==> src/rtl/dual_acc_alu_pkg.sv <==
package dual_acc_alu_pkg;
  localparam int ACC_W  = 40;
  localparam int REG_W  = 32;
  localparam int HALF_W = 16;
  localparam int OP_W   = 5;
  localparam int SRC_W  = 4;
  localparam int FLG_W  = 4;
  localparam int EXT_W  = ACC_W - REG_W;

  typedef enum logic [OP_W-1:0] {
    OP_ADD  = 5'd0,  OP_ADDL = 5'd1,  OP_SUB  = 5'd2,  OP_CMP  = 5'd3,
    OP_MOVE = 5'd4,  OP_INC  = 5'd5,  OP_INCM = 5'd6,  OP_DEC  = 5'd7,
    OP_DECM = 5'd8,  OP_ABS  = 5'd9,  OP_NEG  = 5'd10, OP_RND  = 5'd11,
    OP_CLR  = 5'd12, OP_TST  = 5'd13, OP_NOT  = 5'd14, OP_AND  = 5'd15,
    OP_OR   = 5'd16, OP_XOR  = 5'd17
  } alu_op_e;

  typedef enum logic [SRC_W-1:0] {
    SRC_XL = 4'd0, SRC_YL = 4'd1, SRC_XH = 4'd2, SRC_YH = 4'd3,
    SRC_X  = 4'd4, SRC_Y  = 4'd5, SRC_A  = 4'd6, SRC_B  = 4'd7,
    SRC_P  = 4'd8
  } alu_src_e;
endpackage

==> src/rtl/dual_acc_alu_align.sv <==
module dual_acc_alu_align
  import dual_acc_alu_pkg::*;
(
  input  logic [SRC_W-1:0]  src,
  input  logic [REG_W-1:0]  x_in,
  input  logic [REG_W-1:0]  y_in,
  input  logic [ACC_W-1:0]  prod_in,
  input  logic [ACC_W-1:0]  acc_a,
  input  logic [ACC_W-1:0]  acc_b,
  output logic [ACC_W-1:0]  src_full,
  output logic [ACC_W-1:0]  src_low,
  output logic [HALF_W-1:0] src_mid
);
  localparam int MID_EXT = ACC_W - REG_W;

  function automatic logic [ACC_W-1:0] half_up(input logic [HALF_W-1:0] h);
    return {{MID_EXT{h[HALF_W-1]}}, h, {HALF_W{1'b0}}};
  endfunction

  always_comb begin
    src_full = '0;
    src_low  = '0;
    src_mid  = '0;
    case (src)
      SRC_XL: begin
        src_full = half_up(x_in[HALF_W-1:0]);
        src_low  = {{(ACC_W-HALF_W){1'b0}}, x_in[HALF_W-1:0]};
        src_mid  = x_in[HALF_W-1:0];
      end
      SRC_YL: begin
        src_full = half_up(y_in[HALF_W-1:0]);
        src_low  = {{(ACC_W-HALF_W){1'b0}}, y_in[HALF_W-1:0]};
        src_mid  = y_in[HALF_W-1:0];
      end
      SRC_XH: begin
        src_full = half_up(x_in[REG_W-1:HALF_W]);
        src_mid  = x_in[REG_W-1:HALF_W];
      end
      SRC_YH: begin
        src_full = half_up(y_in[REG_W-1:HALF_W]);
        src_mid  = y_in[REG_W-1:HALF_W];
      end
      SRC_X: src_full = {{MID_EXT{x_in[REG_W-1]}}, x_in};
      SRC_Y: src_full = {{MID_EXT{y_in[REG_W-1]}}, y_in};
      SRC_A: begin
        src_full = acc_a;
        src_mid  = acc_a[REG_W-1:HALF_W];
      end
      SRC_B: begin
        src_full = acc_b;
        src_mid  = acc_b[REG_W-1:HALF_W];
      end
      SRC_P: src_full = prod_in;
      default: ;
    endcase
  end
endmodule

==> src/rtl/dual_acc_alu_core.sv <==
module dual_acc_alu_core
  import dual_acc_alu_pkg::*;
(
  input  logic [OP_W-1:0]   op,
  input  logic [ACC_W-1:0]  d_val,
  input  logic [ACC_W-1:0]  src_full,
  input  logic [ACC_W-1:0]  src_low,
  input  logic [HALF_W-1:0] src_mid,
  output logic [ACC_W-1:0]  result,
  output logic              wr_acc,
  output logic              wr_flg
);
  localparam logic [ACC_W-1:0] STEP_LO  = ACC_W'(1);
  localparam logic [ACC_W-1:0] STEP_MID = ACC_W'(1) << HALF_W;
  localparam logic [ACC_W-1:0] HALFWAY  = ACC_W'(1) << (HALF_W-1);

  logic [ACC_W-1:0]  rnd_bias;
  logic [ACC_W-1:0]  rnd_sum;
  logic [HALF_W-1:0] mid_in;

  assign mid_in   = d_val[REG_W-1:HALF_W];
  assign rnd_bias = ((d_val[HALF_W-1:0] == HALFWAY[HALF_W-1:0]) && !d_val[HALF_W])
                    ? '0 : HALFWAY;
  assign rnd_sum  = d_val + rnd_bias;

  always_comb begin
    result = d_val;
    wr_acc = 1'b1;
    wr_flg = 1'b1;
    case (op)
      OP_ADD:  result = d_val + src_full;
      OP_ADDL: result = d_val + src_low;
      OP_SUB:  result = d_val - src_full;
      OP_CMP: begin
        result = d_val - src_full;
        wr_acc = 1'b0;
      end
      OP_MOVE: result = src_full;
      OP_INC:  result = d_val + STEP_LO;
      OP_INCM: result = d_val + STEP_MID;
      OP_DEC:  result = d_val - STEP_LO;
      OP_DECM: result = d_val - STEP_MID;
      OP_ABS:  result = d_val[ACC_W-1] ? ('0 - d_val) : d_val;
      OP_NEG:  result = '0 - d_val;
      OP_RND:  result = {rnd_sum[ACC_W-1:HALF_W], {HALF_W{1'b0}}};
      OP_CLR:  result = '0;
      OP_TST:  wr_acc = 1'b0;
      OP_NOT:  result = {d_val[ACC_W-1:REG_W], ~mid_in,           d_val[HALF_W-1:0]};
      OP_AND:  result = {d_val[ACC_W-1:REG_W], mid_in & src_mid,  d_val[HALF_W-1:0]};
      OP_OR:   result = {d_val[ACC_W-1:REG_W], mid_in | src_mid,  d_val[HALF_W-1:0]};
      OP_XOR:  result = {d_val[ACC_W-1:REG_W], mid_in ^ src_mid,  d_val[HALF_W-1:0]};
      default: begin
        wr_acc = 1'b0;
        wr_flg = 1'b0;
      end
    endcase
  end
endmodule

==> src/rtl/dual_acc_alu_flags.sv <==
module dual_acc_alu_flags
  import dual_acc_alu_pkg::*;
(
  input  logic [ACC_W-1:0] value,
  output logic [FLG_W-1:0] status
);
  logic [EXT_W:0] top_bits;
  assign top_bits = value[ACC_W-1:REG_W-1];

  always_comb begin
    status[0] = (value == '0);
    status[1] = value[ACC_W-1];
    status[2] = !((&top_bits) || !(|top_bits));
    status[3] = (value[REG_W-1] == value[REG_W-2]);
  end
endmodule

==> src/rtl/dual_acc_alu.sv <==
module dual_acc_alu
  import dual_acc_alu_pkg::*;
(
  input  logic              clk,
  input  logic              rst_n,
  input  logic              en,
  input  logic [OP_W-1:0]   op,
  input  logic              dst,
  input  logic [SRC_W-1:0]  src,
  input  logic [REG_W-1:0]  x_in,
  input  logic [REG_W-1:0]  y_in,
  input  logic [ACC_W-1:0]  prod_in,
  output logic [ACC_W-1:0]  acc_a,
  output logic [ACC_W-1:0]  acc_b,
  output logic [FLG_W-1:0]  flags
);
  logic [ACC_W-1:0]  src_full, src_low, d_val, result;
  logic [HALF_W-1:0] src_mid;
  logic              wr_acc, wr_flg;
  logic [FLG_W-1:0]  status;
  logic [ACC_W-1:0]  a_nxt, b_nxt;
  logic [FLG_W-1:0]  f_nxt;

  dual_acc_alu_align u_align (
    .src(src), .x_in(x_in), .y_in(y_in), .prod_in(prod_in),
    .acc_a(acc_a), .acc_b(acc_b),
    .src_full(src_full), .src_low(src_low), .src_mid(src_mid)
  );

  assign d_val = dst ? acc_b : acc_a;

  dual_acc_alu_core u_core (
    .op(op), .d_val(d_val), .src_full(src_full), .src_low(src_low),
    .src_mid(src_mid), .result(result), .wr_acc(wr_acc), .wr_flg(wr_flg)
  );

  dual_acc_alu_flags u_flags (.value(result), .status(status));

  always_comb begin
    a_nxt = acc_a;
    b_nxt = acc_b;
    f_nxt = flags;
    if (en) begin
      if (wr_acc && !dst) a_nxt = result;
      if (wr_acc &&  dst) b_nxt = result;
      if (wr_flg)         f_nxt = status;
    end
  end

  always_ff @(posedge clk or negedge rst_n) begin
    if (!rst_n) begin
      acc_a <= '0;
      acc_b <= '0;
      flags <= '0;
    end else begin
      acc_a <= a_nxt;
      acc_b <= b_nxt;
      flags <= f_nxt;
    end
  end
endmodule

==> config.mk <==
export PLATFORM = sky130hd
export DESIGN_NAME = dual_acc_alu
export DESIGN_NICKNAME = d
export VERILOG_FILES = /design/src/rtl/dual_acc_alu_pkg.sv /design/src/rtl/dual_acc_alu_align.sv /design/src/rtl/dual_acc_alu_core.sv /design/src/rtl/dual_acc_alu_flags.sv /design/src/rtl/dual_acc_alu.sv
export SDC_FILE = /design/constraint.sdc
export NUM_CORES = 1
export LEC_CHECK = 0
export BUFFER_PORTS_ARGS = -buffer_cell sky130_fd_sc_hd__buf_2
export CORE_MARGIN = 2
export CORE_UTILIZATION = 25
export CTS_CLUSTER_SIZE = 28
export DETAILED_ROUTE_END_ITERATION = 10
export PLACE_DENSITY = 0.46
export SLEW_MARGIN = 40
export SYNTH_ARGS = -nofsm -noshare
export SYNTH_HDL_FRONTEND = slang
export SYNTH_HIERARCHICAL = 1
export SYNTH_SLANG_ARGS = --single-unit
==> constraint.sdc <==
create_clock -name clk -period 10.89 [get_ports clk]
set_input_delay 2.178 -clock clk [delete_from_list [all_inputs] [get_ports clk]]
set_output_delay 2.178 -clock clk [all_outputs]
set_load 0.02 [all_outputs]
==> Word-level counts from Yosys, hierarchy flattened <==
Cells that the tools add are included.
Widths: inputs -> output; s select.
{ "op_classes": {"add_sub_neg": 9, "n_eq_ne": 27, "n_mux": 9, "bitwise_logic": 4, "reduce_logical": 19} }
{ "ops": {"columns": ["cell", "count"], "rows": [
  ["$pmux 40 s16", 1],
  ["$pmux 40 s9", 1],
  ["$pmux 16 s6", 1],
  ["$add 40x40->40", 2],
  ["$mux 40", 2],
  ["$add 40x1->40 const B", 1],
  ["$add 40x16->40", 1],
  ["$add 40x17->40 const B", 1],
  ["$eq 5x4->1 const B", 8],
  ["$logic_not 40->1", 1],
  ["$sub 1x40->40 const A", 1],
  ["$sub 40x1->40 const B", 1],
  ["$sub 40x17->40 const B", 1],
  ["$sub 40x40->40", 1],
  ["$pmux 16 s2", 1],
  ["$eq 5x3->1 const B", 4],
  ["$reduce_or 18->1", 1],
  ["$and 16x16->16", 1],
  ["$eq 16x16->1 const B", 1],
  ["$eq 4x3->1 const B", 4],
  ["$mux 16", 1],
  ["$not 16->16", 1],
  ["$or 16x16->16", 1],
  ["$reduce_or 16->1", 1],
  ["18 further kinds", 29]
]} }
{ "totals": {"register_bits": 84, "inputBits": 117} }

==> Depth between registers and ports, before layout <==
Gate-level depths: netlist of the first run.
{ "depth": {"word_depth": 10, "mapped_depth": 33, "ltp_nobuf": 30} }

==> By module <==
The synthesis of the first run kept the hierarchy.
{ "modules_own_cells": {"columns": ["module", "n_inst", "cells_each", "area_per_inst_um2", "seq_area_each_um2"], "rows": [
  ["dual_acc_alu_core", 1, 1448, 9107.5, 0.0],
  ["dual_acc_alu", 1, 224, 3767.4, 2102.0],
  ["dual_acc_alu_align", 1, 290, 2210.9, 0.0],
  ["dual_acc_alu_flags", 1, 23, 157.7, 0.0]
]} }

==> Worst setup path before layout of the first run <==
No wires, ideal clock.
{ "synth_path": {"kind": "input -> register", "start": "in src[0]", "end": "reg flags[2]", "setup_ps": 125, "arrival_ps": 8676, "required_ps": 10765, "path_slack_ps": 2089, "cell_stages": 26, "path_buffers": 2, "path_cell_list": "buf_6 -> buf_6 -> mux2_2 -> or2_2 -> a32o_1 -> inv_1 -> ha_1 -> or3b_2 -> or3_1 -> or2_2 -> or2_2 -> or3_1 -> o21a_1 -> o221ai_1 -> ha_1 -> and4_1 -> a221oi_1 -> a211oi_1 -> or2_2 -> a41oi_1 -> o21ai_0 -> a41o_1 -> o32a_1 -> nor4_2 -> a31oi_1 -> mux2_2"} }
{ "synth_via": {"elab_chain_len": 8, "word_cells_on_any_way": 24} }
{ "synth_lines": {"columns": ["item", "line", "source"], "rows": [
  ["start: declaration", "dual_acc_alu.sv:9", "input logic [SRC_W-1:0] src,"],
  ["$eq 4x4->1 (tied with other cells)", "dual_acc_alu_align.sv:24", "case (src)"],
  ["$pmux 40 s9 *", "dual_acc_alu_align.sv:24", null],
  ["named net src_full[0]", "dual_acc_alu.sv:17", "logic [ACC_W-1:0] src_full, src_low, d_val, result;"],
  ["$sub 40x40->40 / $add 40x40->40 (equally long branches)", "dual_acc_alu_core.sv:33, dual_acc_alu_core.sv:35, dual_acc_alu_core.sv:31", null],
  ["$pmux 40 s16 *", "dual_acc_alu_core.sv:30", "case (op)"],
  ["named net result[33]", "dual_acc_alu.sv:17", null],
  ["$reduce_or 9->1", "dual_acc_alu_flags.sv:13", "status[2] = !((&top_bits) || !(|top_bits));"],
  ["$logic_not 1->1", "dual_acc_alu_flags.sv:13", null],
  ["$logic_or 1x1->1 *", "dual_acc_alu_flags.sv:13", null],
  ["$logic_not 1->1 *", "dual_acc_alu_flags.sv:13", null],
  ["named net status[2]", "dual_acc_alu.sv:20", "logic [FLG_W-1:0] status;"],
  ["end signal: assignment", "dual_acc_alu.sv:58", "flags <= f_nxt;"],
  ["end: declaration", "dual_acc_alu.sv:15", "output logic [FLG_W-1:0] flags"]
]} }
The timed path passes the listed nets; every way through them passes the cells marked *.
A chain may end at the register's enable or synchronous reset.

==> Worst setup path after layout of the first run <==
{ "layout_path": {"start": "in src[0]", "end": "reg flags[0]"} }
{ "layout_via": {"elab_chain_len": 5, "word_cells_on_any_way": 20} }
{ "layout_lines": {"columns": ["item", "line", "source"], "rows": [
  ["$eq 4x4->1 (tied with other cells)", "dual_acc_alu_align.sv:24", null],
  ["$pmux 40 s9 *", "dual_acc_alu_align.sv:24", null],
  ["named net src_full[18]", "dual_acc_alu.sv:17", null],
  ["$sub 40x40->40 / $add 40x40->40 (equally long branches)", "dual_acc_alu_core.sv:33, dual_acc_alu_core.sv:35, dual_acc_alu_core.sv:31", null],
  ["$pmux 40 s16 *", "dual_acc_alu_core.sv:30", null],
  ["named net result[39]", "dual_acc_alu.sv:17", null],
  ["$logic_not 40->1 *", "dual_acc_alu_flags.sv:11", "status[0] = (value == '0);"],
  ["named net status[0]", "dual_acc_alu.sv:20", null]
]} }
Marked as above.

==> impl_metrics.json, run 1 <==
{
  "status": "complete, no violations",
  "grt-ovfl-total": 0,
  "drt_pass1_iterations": 6,
  "synthCells": 1985,
  "htree_num_levels": 3,
  "ff2ff_setup_slack_ns": 3.35,
  "grt_pass1_vias": 16477,
  "setup_ws_ns": 1.00,
  "post-route-util_pct": 28.9,
  "cts_tree": "done",
  "fin_skew_ns": 0.00781,
  "synth_common_cells": "nand2_1, nor2_1, a21oi_1",
  "finalNonFillerCells": 2912,
  "synth_seq_cells": 84,
  "cp_slowest_cell": "buf_4",
  "relSlewSlack_pct": 37.9,
  "drv_slew": 0,
  "cpPeakStageDelay_ns": 0.63,
  "highest_layer": "met5",
  "crit_required_ns": 11.22,
  "final-hold-violation-count": 0,
  "antenna_found_initial": 9,
  "chipWidth_um": 251,
  "r2r-start": "acc_a[0]",
  "ir_drop_mv": 0.108,
  "wl_met3_um": 5450,
  "arrival_ns": 10.22,
  "post_cts_resized": 0,
  "pwr_density_cell_mw_per_mm2": 223,
  "finalNetCount": 2340,
  "antenna_left": 0,
  "yosysMostFrequentCell": "nand2_1",
  "yosysUniqueCellTypes": 94,
  "io_pins": 201,
  "grt_setup_unrepaired": "false",
  "path_class": "input port to flip-flop",
  "wl_per_cell_um": 25.8,
  "reg2reg_to": "flags[2]",
  "cts-root-buf": "clkbuf_16",
  "die-area_mm2": 0.0630,
  "async_flop_share_pct": 100,
  "cts_sinks": 84,
  "initial_core_util_pct": 25.3,
  "seq_area_frac_synth_pct": 13.8,
  "grt_usage_pct": 23.1,
  "hold_depth": 1,
  "synth_area_leaders": "dfrtp_1, ha_1, mux2_2, a21oi_1, nand2_1",
  "crit_family": "simple AND/OR/NAND/NOR gates",
  "hold_buffers": 0,
  "path_buf_inv": 2,
  "period_minus_slack_ns": 9.89,
  "met1Wirelength_um": 32200,
  "p_leak_nw": 7.46,
  "synth_top_cell_by_area": "dfrtp_1",
  "cts_setup_buffers": 0,
  "fmax_ghz": 0.101,
  "area_delta_synth_final_pct": 14.3,
  "crit_fanout": 41,
  "synth_edf_count": 0,
  "setup_viol": 0,
  "setup.worst_path.end": "flags[0]",
  "synth_top_cell_area_share_pct": 13.8,
  "layout-drive-gt1-share_pct": 22.1,
  "period_share_pct": 90.8,
  "hold_path_class": "flip-flop to flip-flop",
  "drv_cap": 0,
  "numCtsBuffers": 9,
  "worst-path-stages": 26,
  "reg2reg_depth": 25,
  "grt_start_max_net_pins": 51,
  "clkTransAtPathRegs_ns": 0.07,
  "yosys_most_used_dff": "dfrtp_1",
  "place_congestion": 0.990,
  "dieHeight_um": 251,
  "placed_cells": 2893,
  "drc": 0,
  "worst_setup_path_end_kind": "flip-flop",
  "setup_tns_ns": 0,
  "clockBufferDepth": 2,
  "rows": 90,
  "critPathLaunch": "src[0]",
  "port_buffers": 200,
  "vias": 17167,
  "routed-wl-met2_um": 34400,
  "place_ws_ns": 0.615,
  "start_kind": "input port",
  "coreArea_mm2": 0.0604,
  "tightest_slew_ns": 0.932,
  "wl_um": 75300,
  "grt_pass1_wl_um": 110000,
  "via_per_inst": 5.90,
  "clk_latency_ns": 0.39,
  "avgSynthCellArea_um2": 7.68,
  "yosysWarnings": 6,
  "initialDrtViolationCount": 1704,
  "syn-cell-area_mm2": 0.0152,
  "dpl.hpwl_um": 60100
}
==> registers in the layout, indices dropped and copies added (netlist names) <==
register,cells
acc_b,40
flags,4
acc_a,40
==> cells by family (layout without fill, tap and decap cells) <==
logic type | Yosys count | in the layout | synth area share (%)
AND/OR/NAND/NOR | 672 | 672 | 22.6
XOR/XNOR | 81 | 81 | 4.65
adder cells (fa/ha/maj) | 102 | 102 | 8.45
multiplexers | 207 | 207 | 15.8
flip-flops | 84 | 84 | 13.8
AO/OA/AOI/OAI | 622 | 622 | 28.1
buffers and inverters | 216 | 335 | 6.60
other | 1 | 27 | 0.0246
==> layout by cell type (no fill, tap or decap), types with 40 or more instances in the layout <==
cell type    n
a21oi_1    148
buf_2      198
buf_4       50
dfrtp_1     84
ha_1        99
inv_1       66
mux2_2     104
mux2_4      40
mux2i_1     57
nand2_1    163
nand3_1     54
nor2_1     161
nor3_1      65
o21ai_0    120
xnor2_1     56
==> stage by stage <==
step	power, mW	hold WS (ns)	cell area (um^2)
floorplan	2.52	0.635	15300
global placement	3.48	0.489	17000
detailed placement	3.50	0.514	17100
CTS	3.85	0.530	17400
global route	4.13	0.546	17400
finish	3.89	0.522	17400
==> worst register-to-register path, stage by stage (launching register included) <==
cell and delay [ns]:
dfrtp_1 0.44, mux2i_1 0.17, nand2_1 0.07, a32o_1 0.31, inv_1 0.11, ha_1 0.18, or3b_2 0.48, or3_1 0.37
or2_2 0.37, or2_2 0.34, or3_1 0.36, o21a_1 0.18, o221ai_1 0.20, ha_1 0.33, and4_1 0.29, a221oi_1 0.51
a211oi_1 0.18, or2_2 0.39, a41oi_1 0.39, o21ai_0 0.23, a2111oi_0 0.55, o32a_1 0.39, nand4_1 0.11, nor3_1 0.15
a31oi_1 0.05, mux2_2 0.27
==> worst min-delay path by stage <==
stage	startpoint	to	slack (ns)
4_1_cts	flags[1]	flags[1]	0.53
6_report	flags[1]	flags[1]	0.52
3_3_place_gp	flags[1]	flags[1]	0.49
5_1_grt	flags[1]	flags[1]	0.55
3_5_place_dp	flags[1]	flags[1]	0.51
2_1_floorplan	flags[0]	flags[0]	0.64
==> area by class of cell <==
type,count,area (um^2)
fillers,6584,42900
multi-input cells,1708,12300
repair buffers,252,1440
clock inverters,6,71.3
well taps,782,978
flip-flops and latches,84,2100
inverters,67,251
clock buffers,10,229
diodes,3,7.51
==> layer usage <==
metal	GRT usage, %	vias up
li1	-	7833
met1	30.0	8453
met2	38.0	721
met3	3.82	148
met4	9.35	12
met5	0	-
==> where the power goes <==
part / switching [mW] / internal, mW / total, mW
clock network: 0.156 / 0.180 / 0.336
registers: 0.177 / 0.456 / 0.633
logic: 1.87 / 1.05 / 2.92
total: 2.20 / 1.68 / 3.89
No activity file was read; power rests on OpenSTA's default activity.
==> run 2: changes to the inputs <==
CORE_ASPECT_RATIO = 1.5   (was not set)
clock period = 11.55 ns   (was 10.89 ns; I/O delays follow)
==> impl_metrics.json, run 2 (same netlist as run 1, synthesis figures left out) <==
{
  "status": "complete, no violations",
  "period_share_pct": 87.4,
  "post-route-util_pct": 28.8,
  "period_minus_slack_ns": 10.09,
  "power_frac_seq_pct": 16.4,
  "wl_um": 77500,
  "grt-ovfl-total": 0,
  "pwr_density_cell_mw_per_mm2": 212,
  "post_cts_resized": 0,
  "place_congestion": 1.00,
  "drc": 0,
  "grt_pass1_vias": 16853,
  "htree_num_levels": 3,
  "grt_usage_pct": 24.0,
  "grt_setup_unrepaired": "false",
  "drt_pass1_iterations": 6,
  "relSlewSlack_pct": 39.4,
  "setup_tns_ns": 0,
  "hold_path_class": "flip-flop to flip-flop",
  "coreArea_mm2": 0.0601,
  "crit_required_ns": 11.87,
  "final-hold-violation-count": 0,
  "crit_fanout": 38,
  "ir_drop_mv": 0.0927,
  "top_regs": "acc_a (40), acc_b (40), flags (4)",
  "clkTransAtPathRegs_ns": 0.07,
  "grt_pass1_wl_um": 112000,
  "switching_power_mw": 2.09,
  "fin_skew_ns": 0.0104,
  "layout-drive-gt1-share_pct": 22.0,
  "drv_cap": 0,
  "via_per_inst": 5.89,
  "cts_sinks": 84,
  "initial_core_util_pct": 25.3,
  "setup_viol": 0,
  "fmax_ghz": 0.0991,
  "antenna_found_initial": 1,
  "worst_hold_slack_ns": 0.521,
  "p_total_mw": 3.67,
  "die-area_mm2": 0.0630,
  "vias": 17100,
  "clockBufferDepth": 2,
  "start_kind": "input port",
  "arrival_ns": 10.41,
  "final_cell_mix": "buf_2, nand2_1, nor2_1",
  "rows": 110,
  "clk_latency_ns": 0.38,
  "dieHeight_um": 306,
  "switching_share_pct": 57.0,
  "finalNetCount": 2332,
  "initialDrtViolationCount": 1193,
  "wl_per_cell_um": 26.7,
  "chipWidth_um": 206,
  "placed_cells": 2886,
  "grt_start_max_net_pins": 54,
  "p_comb_share_pct": 75.5,
  "fill_cells": 6526,
  "p_leak_nw": 7.41,
  "p_int_mw": 1.58,
  "cts_tree": "done",
  "worst_setup_path_end_kind": "flip-flop",
  "antenna_left": 0,
  "path_class": "input port to flip-flop",
  "dpl.hpwl_um": 62600,
  "port_buffers": 200,
  "cts_setup_buffers": 0,
  "final_common_cell": "buf_2",
  "finalNonFillerCells": 2904,
  "hold_buffers": 0,
  "clockPowerShare_pct": 8.1,
  "tightest_slew_ns": 0.906,
  "area_delta_synth_final_pct": 13.7,
  "drv_slew": 0,
  "io_pins": 201,
  "numCtsBuffers": 9,
  "cts-root-buf": "clkbuf_16"
}
==> run 2: cell types whose count changed in the layout (fill, tap and decap cells not counted), sizes merged <==
| cell | delta |
|---|---|
| buf | -8 |
| clkbuf | +2 |
| clkinv | +1 |
| bufinv | -1 |
| inv | -2 |
| diode | -2 |
==> run 2: power by group through the flow <==
stage	registers (mW)	logic, mW	clock network (mW)
after CTS	0.604	2.74	0.307
after detailed placement	0.608	2.73	0
after floorplan	0.710	1.66	0
final	0.603	2.77	0.297
after global placement	0.601	2.72	0
after global routing	0.623	2.96	0.317
==> run 2: worst paths after layout <==
kind                           from        to  slack [ns]  cells past startpoint
max                          src[0]  flags[0]        1.46                     26
min                        flags[3]  flags[3]        0.52                      1
max reg2reg                acc_b[1]  flags[0]        4.00                     25
min reg2reg                flags[3]  flags[3]        0.52                      1
max in group asynchronous     rst_n  acc_a[8]        8.75                      3
min in group asynchronous     rst_n  flags[3]        1.87                      1
==> run 2: final cells by class <==
| class | instances | area [um^2] | share of cell area [%] |
|---|---|---|---|
| diodes | 1 | 2.50 | 0.0144 |
| clock buffers | 12 | 256 | 1.48 |
| clock inverters | 4 | 32.5 | 0.188 |
| inverters | 67 | 251 | 1.45 |
| multi-input cells | 1708 | 12300 | 71.2 |
| flip-flops and latches | 84 | 2100 | 12.1 |
| well taps | 784 | 981 | 5.66 |
| repair buffers | 244 | 1360 | 7.86 |
==> run 2: routing by layer <==
metal / share of wire (%) / track usage [%] / vias to the layer above / wire, um
met2: 50 / 42.9 / 741 / 38800
met1: 36 / 24.7 / 8313 / 27500
met3: 4.8 / 2.88 / 240 / 3720
met5: 0 / 0 / - / 0
li1: - / - / 7806 / -
met4: 9.5 / 19.9 / 0 / 7390
==> run 2: per-stage QoR <==
| step | setup slack (ns) | area (um^2) |
|---|---|---|
| 2_1_floorplan | 2.62 | 15300 |
| 3_3_place_gp | 1.29 | 16900 |
| 3_5_place_dp | 1.20 | 17000 |
| 4_1_cts | 1.57 | 17300 |
| 5_1_grt | 1.01 | 17300 |
| 6_report | 1.46 | 17300 |
==> run 2: critical path: stages <==
cell      delay (ns)
buf_4           0.50
mux2i_1         0.66
nand2b_1        0.11
a32o_1          0.33
inv_1           0.09
ha_1            0.19
or3b_2          0.52
or3_1           0.37
or2_2           0.35
or2_2           0.33
or3_1           0.36
o21a_1          0.19
o221ai_1        0.18
ha_1            0.32
and4_1          0.25
a221oi_1        0.50
a211oi_1        0.19
or2_2           0.40
a41oi_1         0.36
o21ai_0         0.24
a41o_1          0.29
o32a_1          0.41
nor4_2          0.35
nand2_1         0.16
nor3_2          0.19
mux2_2          0.17
==> run 3: changes to the inputs <==
--- a/config.mk
+++ b/config.mk
@@ -7,2 +7,3 @@
 export LEC_CHECK = 0
+export ABC_CLOCK_PERIOD_IN_PS = 11550
 export BUFFER_PORTS_ARGS = -buffer_cell sky130_fd_sc_hd__buf_2
@@ -13,2 +14,3 @@
 export DETAILED_ROUTE_END_ITERATION = 10
+export MAX_ROUTING_LAYER = met4
 export PLACE_DENSITY = 0.46
==> constraint.sdc (replaced) <==
create_clock -name clk -period 11.55 [get_ports clk]
set_input_delay 1.155 -clock clk [delete_from_list [all_inputs] [get_ports clk]]
set_output_delay 1.155 -clock clk [all_outputs]
set_load 0.02 [all_outputs]
==> impl_metrics.json, run 3 (same netlist as run 1, synthesis figures left out) <==
{
  "hold_path.startpoint": "flags[1]",
  "use_met3_pct": 2.70,
  "globalRouteMet2Util_pct": 42.8,
  "finalNonFillerCells": 2904,
  "worst-path-stages": 26,
  "fill_cells": 6535,
  "grt_usage_pct": 24.8,
  "wl_per_cell_um": 26.7,
  "arrival_ns": 9.36,
  "placed_cells": 2887,
  "period_minus_slack_ns": 9.08,
  "hold_buffers": 0,
  "path_class": "input port to flip-flop",
  "setup_ws_ns": 2.47,
  "grt_pass1_wl_um": 112000,
  "antenna_found_initial": 1,
  "p_total_mw": 3.69,
  "final_common_cell": "buf_2",
  "rows": 110,
  "area_delta_synth_final_pct": 13.8,
  "ir_drop_mv": 0.0739,
  "cts-root-buf": "clkbuf_16",
  "cts_sinks": 84,
  "cts_setup_buffers": 0,
  "final-hold-violation-count": 0,
  "ff2ff_setup_slack_ns": 3.87,
  "grt_pass1_vias": 16844,
  "initial_core_util_pct": 25.3,
  "p_leak_nw": 7.43,
  "worst_setup_path_end_kind": "flip-flop",
  "final_cell_mix": "buf_2, nand2_1, nor2_1",
  "setup_viol": 0,
  "clockBufferDepth": 2,
  "coreArea_mm2": 0.0601,
  "reg2reg_depth": 25,
  "crit_fanout": 31,
  "via_per_inst": 5.91,
  "grt_setup_unrepaired": "false",
  "cpPeakStageDelay_ns": 0.74,
  "drv_cap": 0,
  "cts_tree": "done",
  "drv_slew": 0,
  "status": "complete, no violations",
  "setup_tns_ns": 0,
  "clkTransAtPathRegs_ns": 0.08,
  "relSlewSlack_pct": 41.8,
  "r2r-start": "acc_b[1]",
  "drc": 0,
  "dieHeight_um": 306,
  "grt_start_max_net_pins": 53,
  "dpl.hpwl_um": 62400,
  "post-route-util_pct": 28.8,
  "clk_latency_ns": 0.39,
  "hold_path_class": "flip-flop to flip-flop",
  "top_usage_layer": "met2",
  "vias": 17157,
  "gr-usage-met1_pct": 25.2,
  "port_buffers": 200,
  "chipWidth_um": 206,
  "grt-ovfl-total": 0,
  "finalNetCount": 2332,
  "start_kind": "input port",
  "drt_pass1_iterations": 5,
  "crit_family": "compound AO/OA/AOI/OAI gates",
  "antenna_left": 0,
  "cpMostUsedCell": "or2_2",
  "reg2reg_to": "flags[2]",
  "path_buf_inv": 2,
  "period_share_pct": 78.6,
  "hold_depth": 1,
  "post_cts_resized": 0,
  "die-area_mm2": 0.0630,
  "place_ws_ns": 2.29,
  "top_regs": "acc_a (40), acc_b (40), flags (4)",
  "cp_slowest_cell": "mux2i_1",
  "place_congestion": 0.999,
  "tightest_slew_ns": 0.849,
  "pwr_density_cell_mw_per_mm2": 213,
  "initialDrtViolationCount": 1163,
  "numCtsBuffers": 9,
  "layout-drive-gt1-share_pct": 22.1,
  "wl_um": 77400,
  "fin_skew_ns": 0.0135,
  "fmax_ghz": 0.110,
  "crit_required_ns": 11.83,
  "io_pins": 201,
  "htree_num_levels": 3,
  "holdPathEnd": "flags[1]"
}
[run 3: through the flow]
step	hold slack (ns)	area, um^2
finish	0.524	17300
global route	0.548	17300
CTS	0.531	17300
detailed placement	0.501	17000
global placement	0.511	16900
floorplan	0.635	15300
[run 3: layout make-up]
class / count / area [um^2] / area share, %
Timing Repair Buffer: 244 / 1370 / 7.92
Sequential cell: 84 / 2100 / 12.1
Antenna cell: 1 / 2.50 / 0.0144
Clock inverter: 6 / 53.8 / 0.310
Inverter: 67 / 251 / 1.45
Tap cell: 784 / 981 / 5.65
Multi-Input combinational cell: 1708 / 12300 / 71.2
Clock buffer: 10 / 239 / 1.38
[run 3: worst register-to-register path: stages, from the launching register on]
cell and delay (ns):
dfrtp_1 0.43, mux2i_1 0.16, nand2_1 0.08, a32o_1 0.37
inv_1 0.10, ha_1 0.17, or3b_2 0.48, or3_1 0.41
or2_2 0.37, or2_2 0.35, or3_1 0.37, o21a_1 0.19
o221ai_1 0.19, ha_1 0.33, and4_1 0.28, a221oi_1 0.54
a211oi_1 0.18, or2_2 0.39, a41oi_1 0.40, o21ai_0 0.25
a2111oi_0 0.49, o32a_1 0.44, nand4_1 0.14, nor3_1 0.15
a31oi_1 0.06, mux2_2 0.27
[run 3: worst max path at each step]
| stage | slack, ns | end | from |
|---|---|---|---|
| 3_3_place_gp | 2.41 | flags[2] | src[0] |
| 5_1_grt | 2.01 | flags[2] | src[0] |
| 3_5_place_dp | 2.29 | flags[2] | src[0] |
| 4_1_cts | 2.68 | flags[2] | src[0] |
| 2_1_floorplan | 3.77 | flags[2] | src[0] |
| 6_report | 2.47 | flags[2] | src[0] |
[run 3: metal layers]
metal	up-vias	wire length, um
met5	-	0
met4	0	7100
met3	257	3650
met2	719	38900
met1	8368	27800
li1	7813	-
[run 3: power by group]
group / switching (mW) / internal [mW]
registers: 0.170 / 0.430
clock network: 0.147 / 0.156
logic: 1.79 / 0.992
